[config.mk]
export PLATFORM = sky130hd
export DESIGN_NAME = adc_host_if
export DESIGN_NICKNAME = d
export VERILOG_FILES = /design/src/rtl/adc_host_pkg.sv /design/src/rtl/adc_wr_sync.sv /design/src/rtl/adc_conv_seq.sv /design/src/rtl/adc_out_latch.sv /design/src/rtl/adc_bus_drive.sv /design/src/rtl/adc_host_if.sv
export SDC_FILE = /design/constraint.sdc
export NUM_CORES = 1
export LEC_CHECK = 0
export BUFFER_PORTS_ARGS = -buffer_cell sky130_fd_sc_hd__buf_4
export CAP_MARGIN = 20
export CORE_AREA = 4 4 54 56
export CTS_CLUSTER_SIZE = 25
export DETAILED_ROUTE_END_ITERATION = 10
export DIE_AREA = 0 0 58 60
export HOLD_SLACK_MARGIN = 0.12
export PLACE_DENSITY = 0.73
export SLEW_MARGIN = 30
export SYNTH_ARGS = -nofsm -noshare
export SYNTH_HDL_FRONTEND = slang
export SYNTH_SLANG_ARGS = --single-unit
[constraint.sdc]
create_clock -name clk_i -period 1.6 [get_ports clk_i]
set_clock_uncertainty 0.15 [all_clocks]
set_input_delay 0.32 -clock clk_i [delete_from_list [all_inputs] [get_ports clk_i]]
set_output_delay 0.32 -clock clk_i [all_outputs]
set_load 0.03 [all_outputs]
[src/rtl/adc_host_pkg.sv]
package adc_host_pkg;
  typedef enum logic [1:0] {
    MODE_DEMAND = 2'd0,
    MODE_FREE   = 2'd1,
    MODE_STREAM = 2'd2
  } acc_mode_e;
endpackage

[src/rtl/adc_wr_sync.sv]
module adc_wr_sync #(
  parameter int STAGES = 2
) (
  input  logic clk_i,
  input  logic rst_ni,
  input  logic wr_ni,
  output logic wr_lo_o,
  output logic wr_fall_o
);
  logic [STAGES-1:0] ff_q;
  logic              prev_q;

  for (genvar i = 0; i < STAGES; i++) begin : g_stage
    if (i == 0) begin : g_first
      always_ff @(posedge clk_i or negedge rst_ni)
        if (!rst_ni) ff_q[0] <= 1'b1;
        else         ff_q[0] <= wr_ni;
    end else begin : g_next
      always_ff @(posedge clk_i or negedge rst_ni)
        if (!rst_ni) ff_q[i] <= 1'b1;
        else         ff_q[i] <= ff_q[i-1];
    end
  end

  always_ff @(posedge clk_i or negedge rst_ni)
    if (!rst_ni) prev_q <= 1'b1;
    else         prev_q <= ff_q[STAGES-1];

  assign wr_lo_o   = ~ff_q[STAGES-1];
  assign wr_fall_o = prev_q & ~ff_q[STAGES-1];
endmodule

[src/rtl/adc_conv_seq.sv]
module adc_conv_seq
  import adc_host_pkg::*;
#(
  parameter int HOLD_CYC = 1,
  parameter int INIT_CYC = 6
) (
  input  logic      clk_i,
  input  logic      rst_ni,
  input  acc_mode_e mode_i,
  input  logic      cs_ni,
  input  logic      wr_lo_i,
  input  logic      wr_fall_i,
  input  logic      res_valid_i,
  output logic      start_o,
  output logic      active_o,
  output logic      hold_no
);
  localparam int HW = $clog2(HOLD_CYC + 1);
  localparam int IW = $clog2(INIT_CYC + 1);

  logic [IW-1:0] init_q;
  logic [HW-1:0] hold_q;
  logic          active_q, run_q, init_done, cont;

  assign init_done = (init_q == IW'(INIT_CYC));
  assign cont      = (mode_i != MODE_DEMAND);

  always_comb begin
    start_o = 1'b0;
    if (init_done) begin
      if (cont) start_o = run_q ? (~active_q | res_valid_i) : (wr_lo_i & ~active_q);
      else      start_o = ~cs_ni & ((wr_fall_i & ~active_q) | (wr_lo_i & res_valid_i));
    end
  end

  always_ff @(posedge clk_i or negedge rst_ni) begin
    if (!rst_ni) begin
      init_q   <= '0;
      hold_q   <= '0;
      active_q <= 1'b0;
      run_q    <= 1'b0;
    end else begin
      if (!init_done) init_q <= init_q + 1'b1;
      if (start_o) begin
        active_q <= 1'b1;
        hold_q   <= HW'(HOLD_CYC);
        if (cont) run_q <= 1'b1;
      end else begin
        if (res_valid_i) active_q <= 1'b0;
        if (hold_q != '0) hold_q <= hold_q - 1'b1;
      end
    end
  end

  assign active_o = active_q;
  assign hold_no  = (hold_q == '0);
endmodule

[src/rtl/adc_out_latch.sv]
module adc_out_latch #(
  parameter int BUS_W = 11
) (
  input  logic             clk_i,
  input  logic             rst_ni,
  input  logic             lock_en_i,
  input  logic             hi_rd_i,
  input  logic             lo_rd_i,
  input  logic             res_valid_i,
  input  logic [BUS_W-1:0] res_data_i,
  output logic [BUS_W-1:0] data_o
);
  logic [BUS_W-1:0] data_q;
  logic             lock_q;

  always_ff @(posedge clk_i or negedge rst_ni) begin
    if (!rst_ni) begin
      data_q <= '0;
      lock_q <= 1'b0;
    end else begin
      if (res_valid_i && !(lock_en_i && lock_q)) data_q <= res_data_i;
      if (lock_en_i && hi_rd_i)      lock_q <= 1'b1;
      else if (lock_en_i && lo_rd_i) lock_q <= 1'b0;
    end
  end

  assign data_o = data_q;
endmodule

[src/rtl/adc_bus_drive.sv]
module adc_bus_drive #(
  parameter int BUS_W = 11,
  parameter int LO_W  = 8
) (
  input  logic             cs_ni,
  input  logic             rd_ni,
  input  logic             wide_i,
  input  logic             hi_sel_i,
  input  logic             demand_i,
  input  logic             active_i,
  output logic             busy_o,
  output logic             busy_oe_o,
  output logic [BUS_W-1:0] data_oe_o
);
  localparam logic [BUS_W-1:0] LO_MASK = {{(BUS_W-LO_W){1'b0}}, {LO_W{1'b1}}};
  localparam logic [BUS_W-1:0] HI_MASK = ~LO_MASK;

  logic rd_sel;
  assign rd_sel = ~cs_ni & ~rd_ni;

  always_comb begin
    if (!rd_sel)       data_oe_o = '0;
    else if (wide_i)   data_oe_o = '1;
    else if (hi_sel_i) data_oe_o = HI_MASK;
    else               data_oe_o = LO_MASK;
  end

  assign busy_oe_o = ~cs_ni | ~rd_ni;
  assign busy_o    = demand_i & ~active_i;
endmodule

[src/rtl/adc_host_if.sv]
module adc_host_if
  import adc_host_pkg::*;
#(
  parameter int RES_W       = 10,
  parameter int LO_W        = 8,
  parameter int SYNC_STAGES = 2,
  parameter int HOLD_CYC    = 1,
  parameter int INIT_CYC    = 6
) (
  input  logic           clk_i,
  input  logic           rst_ni,
  input  logic           mode_i,
  input  logic           cs_ni,
  input  logic           wr_ni,
  input  logic           rd_ni,
  input  logic           wide_i,
  input  logic           hi_sel_i,
  output logic           start_o,
  input  logic           res_valid_i,
  input  logic [RES_W:0] res_data_i,
  output logic           hold_no,
  output logic           busy_o,
  output logic           busy_oe_o,
  output logic [RES_W:0] data_o,
  output logic [RES_W:0] data_oe_o
);
  localparam int BUS_W = RES_W + 1;

  logic      wr_lo, wr_fall, conv_act, byte_rd;
  acc_mode_e mode;

  always_comb begin
    if (!mode_i)                          mode = MODE_FREE;
    else if (!cs_ni && !rd_ni && wr_lo)   mode = MODE_STREAM;
    else                                  mode = MODE_DEMAND;
  end

  assign byte_rd = ~cs_ni & ~rd_ni & ~wide_i;

  adc_wr_sync #(.STAGES(SYNC_STAGES)) u_sync (
    .clk_i, .rst_ni, .wr_ni,
    .wr_lo_o(wr_lo), .wr_fall_o(wr_fall)
  );

  adc_conv_seq #(.HOLD_CYC(HOLD_CYC), .INIT_CYC(INIT_CYC)) u_seq (
    .clk_i, .rst_ni, .mode_i(mode), .cs_ni,
    .wr_lo_i(wr_lo), .wr_fall_i(wr_fall), .res_valid_i,
    .start_o, .active_o(conv_act), .hold_no
  );

  adc_out_latch #(.BUS_W(BUS_W)) u_latch (
    .clk_i, .rst_ni,
    .lock_en_i(mode == MODE_FREE),
    .hi_rd_i(byte_rd & hi_sel_i), .lo_rd_i(byte_rd & ~hi_sel_i),
    .res_valid_i, .res_data_i, .data_o
  );

  adc_bus_drive #(.BUS_W(BUS_W), .LO_W(LO_W)) u_drive (
    .cs_ni, .rd_ni, .wide_i, .hi_sel_i,
    .demand_i(mode == MODE_DEMAND), .active_i(conv_act),
    .busy_o, .busy_oe_o, .data_oe_o
  );
endmodule

==> metrics.csv <==
stage;metric;value;unit
status;outcome;complete, but fails checks;
status;failing checks;negative setup slack;
drt;drt first-iter violations;12;
placed_design;post-placement cell area;0.00133;mm²
floorplan;Core Region;0.00243;mm²
cts;Reg clk slew, reported paths;110;ps
synthesis;Yosys warnings;0;
critical_path;CP Capture Type;output port;
drt;post-DR vias/cell;4.60;
synthesis;Avg Cell Area, Syn;12.0;µm²
floorplan;initial core utilization;0.386;
synthesis;Synth area leader;dfrtp_1;
final_layout;Area Overhead vs Synth;67.2;%
final_layout;final-stage net count;165;
power_and_ir_drop;PwrDens;866;mW/mm²
critical_path;Setup Crit Path Kind;reg -> out;
power_and_ir_drop;Leak Pwr;0.000739;µW
sta;FMAX;487;MHz
drt;via count;791;
drt;WL/cell;13.2;µm
power_and_ir_drop;Peak VDD IR;0.750;mV
synthesis;Seq/Total Area, Yosys;0.563;
critical_path;Critical Path RT;1130;ps
final_layout;commonest non-fill, non-tap cell in the layout;buf_4;
placed_design;gpl congestion;0.788;
cts;Longest Clk Path Bufs;2;
critical_path;Worst setup SP type;flip-flop;
power_and_ir_drop;overall power;1360;µW
cts;worst skew pair latency;290;ps
cts;Root Buffer;clkbuf_4;
synthesis;top-area cell type share of the netlist area;0.479;
synthesis;Mapped Nets;100;
global_route;vias in the first global route;816;
cts;CTS H-tree lvls;1;
drt;DRT antenna net count;0;
placed_design;Post-DP HPWL;1550;µm
final_layout;Non-Filler Instances;172;
sta;setup violators final;2;
final_layout;ant diodes;0;
global_route;first-pass GRT wire length;3550;µm
critical_path;CP arrival;1580;ps
final_layout;commonest non-fill, non-tap cells in the layout;buf_4, dfrtp_1, dlygate4sd3_1, buf_6, mux2_1;
floorplan;# IOs;46;
sta;setup slack after layout;-454;ps
floorplan;Die W;58;µm
cts;CTS sink cnt;21;
floorplan;DIE HEIGHT;60;µm
sta;final hold vios;0;
flow_run;max-cap violations;0;
synthesis;#FFs+latches synth;21;
global_route;initial antenna violation count;0;
sta;Worst Tran Pin Value;289;ps
final_layout;Final Instance Area;0.00157;mm²
synthesis;synth top area cells;dfrtp_1, mux2_1, dfstp_2;
drt;DRC viols;0;
cts;CTS Buf Count;3;
synthesis;Syn Std Cell Area;940;µm²
global_route;total gr overflow;0;
synthesis;synth unique cells;27;
critical_path;worst-path fanout max;4;
min_path;worst hold-check path type;in -> reg;
placed_design;dpl cells;151;
drt;Initial DRT Pass Iterations;4;
floorplan;FP Rows;18;
cts;clock tree from TritonCTS;done;
sta;Tcrit/Tclk final;1.28;
global_route;largest net degree at the start of global routing;22;
placed_design;port bufs;45;
global_route;Tot GR Track Use;0.135;
sta;Tmin final;2050;ps
sta;relative slew slack;0.806;
sta;Max Slew Vio Count;0;
drt;final wirelength;2270;µm
synthesis;Syn Inst Count;78;
sta;RSZ-0062 raised after global routing;yes;
floorplan;Die ar.;0.00348;mm²
final_layout;ratio of cells with drive above 1 in the final layout;0.486;
## flip-flops by register name (all words and copies together) (netlist names)
name,count
u_latch.data_o,11
u_latch.lock_q,1
u_seq.active_o,1
u_seq.hold_q,1
u_seq.init_q,3
u_seq.run_q,1
u_sync.ff_q,2
u_sync.prev_q,1
## synth_stat cells, drive strengths merged
library cell and n:
dfrtp 18, mux2 11, buf 10, nor2 6, inv 5, nand2 5, dfstp 3, o21ai 3
a21oi 2, ha 2, nor2b 2, o211ai 2, a211oi 1, a221o 1, and2 1, nand2b 1
nor3 1, nor4 1, o2111ai 1, o31a 1, xnor2 1
## cell type report
type | count | area (µm²)
clock buffers | 4 | 26.3
fillers | 202 | 861
inverters | 5 | 18.8
multi-input cells | 42 | 347
flip-flops and latches | 21 | 529
well taps | 30 | 37.5
repair buffers | 70 | 613
## where the power goes
group          internal [µW]  switching (µW)
clock network           96.8             146
registers                597            33.2
logic                    225             263
## critical path, stage by stage (launching register included)
cell     delay (ps)
dfstp_2         390
o31a_1          270
a221o_1         320
a21oi_4         160
buf_6           150
## path summary, 6_finish.rpt
path                                 from               to  cells after the start  slack (ps)
max in group asynchronous          rst_ni    u_sync.prev_q                      2         750
min in group asynchronous          rst_ni  u_seq.init_q[0]                      2         280
min                                wide_i   u_latch.lock_q                      4         180
min reg2reg                u_sync.ff_q[0]   u_sync.ff_q[1]                      0         220
max                        u_sync.ff_q[1]          start_o                      4        -450
max reg2reg                u_sync.ff_q[1]   u_seq.active_o                      4         100
## through the flow
step           hold WS (ps)   util  setup TNS [ps]  setup slack (ps)
4_1_cts                 169  0.631            -687              -476
3_5_place_dp           70.2  0.547            -437              -291
6_report                180  0.646            -649              -454
3_3_place_gp           62.1  0.547            -286              -244
2_1_floorplan          -126      -           -93.3             -93.3
5_1_grt                 199  0.646            -839              -545
## cell families (layout without fill, tap and decap cells)
group | Yosys count | in the layout | share of synthesized area
compound gates | 11 | 11 | 0.0892
xor+xnor | 1 | 1 | 0.00932
fa+ha+maj | 2 | 2 | 0.0266
buf+inv | 15 | 79 | 0.0972
flops | 21 | 21 | 0.563
mux | 11 | 11 | 0.132
simple gates | 17 | 17 | 0.0826
## routing by layer
layer / share of wire / track usage / routed length (µm)
met4: 0.0053 / 0.0497 / 12
met5: 0 / 0 / 0
met2: 0.56 / 0.239 / 1260
met3: 0.068 / 0.0324 / 154
met1: 0.37 / 0.160 / 837
## what timing repair did
item | in CTS | in global routing
endpoints found under the setup margin | 10 | 12
pin swaps | 1 | 2
endpoints found under the hold margin | 34 | 0
buffers inserted | 3 | 1
hold buffers | 14 | 0
resized for setup | 4 | 10
Note: power is estimated with default switching activity, not from simulation.
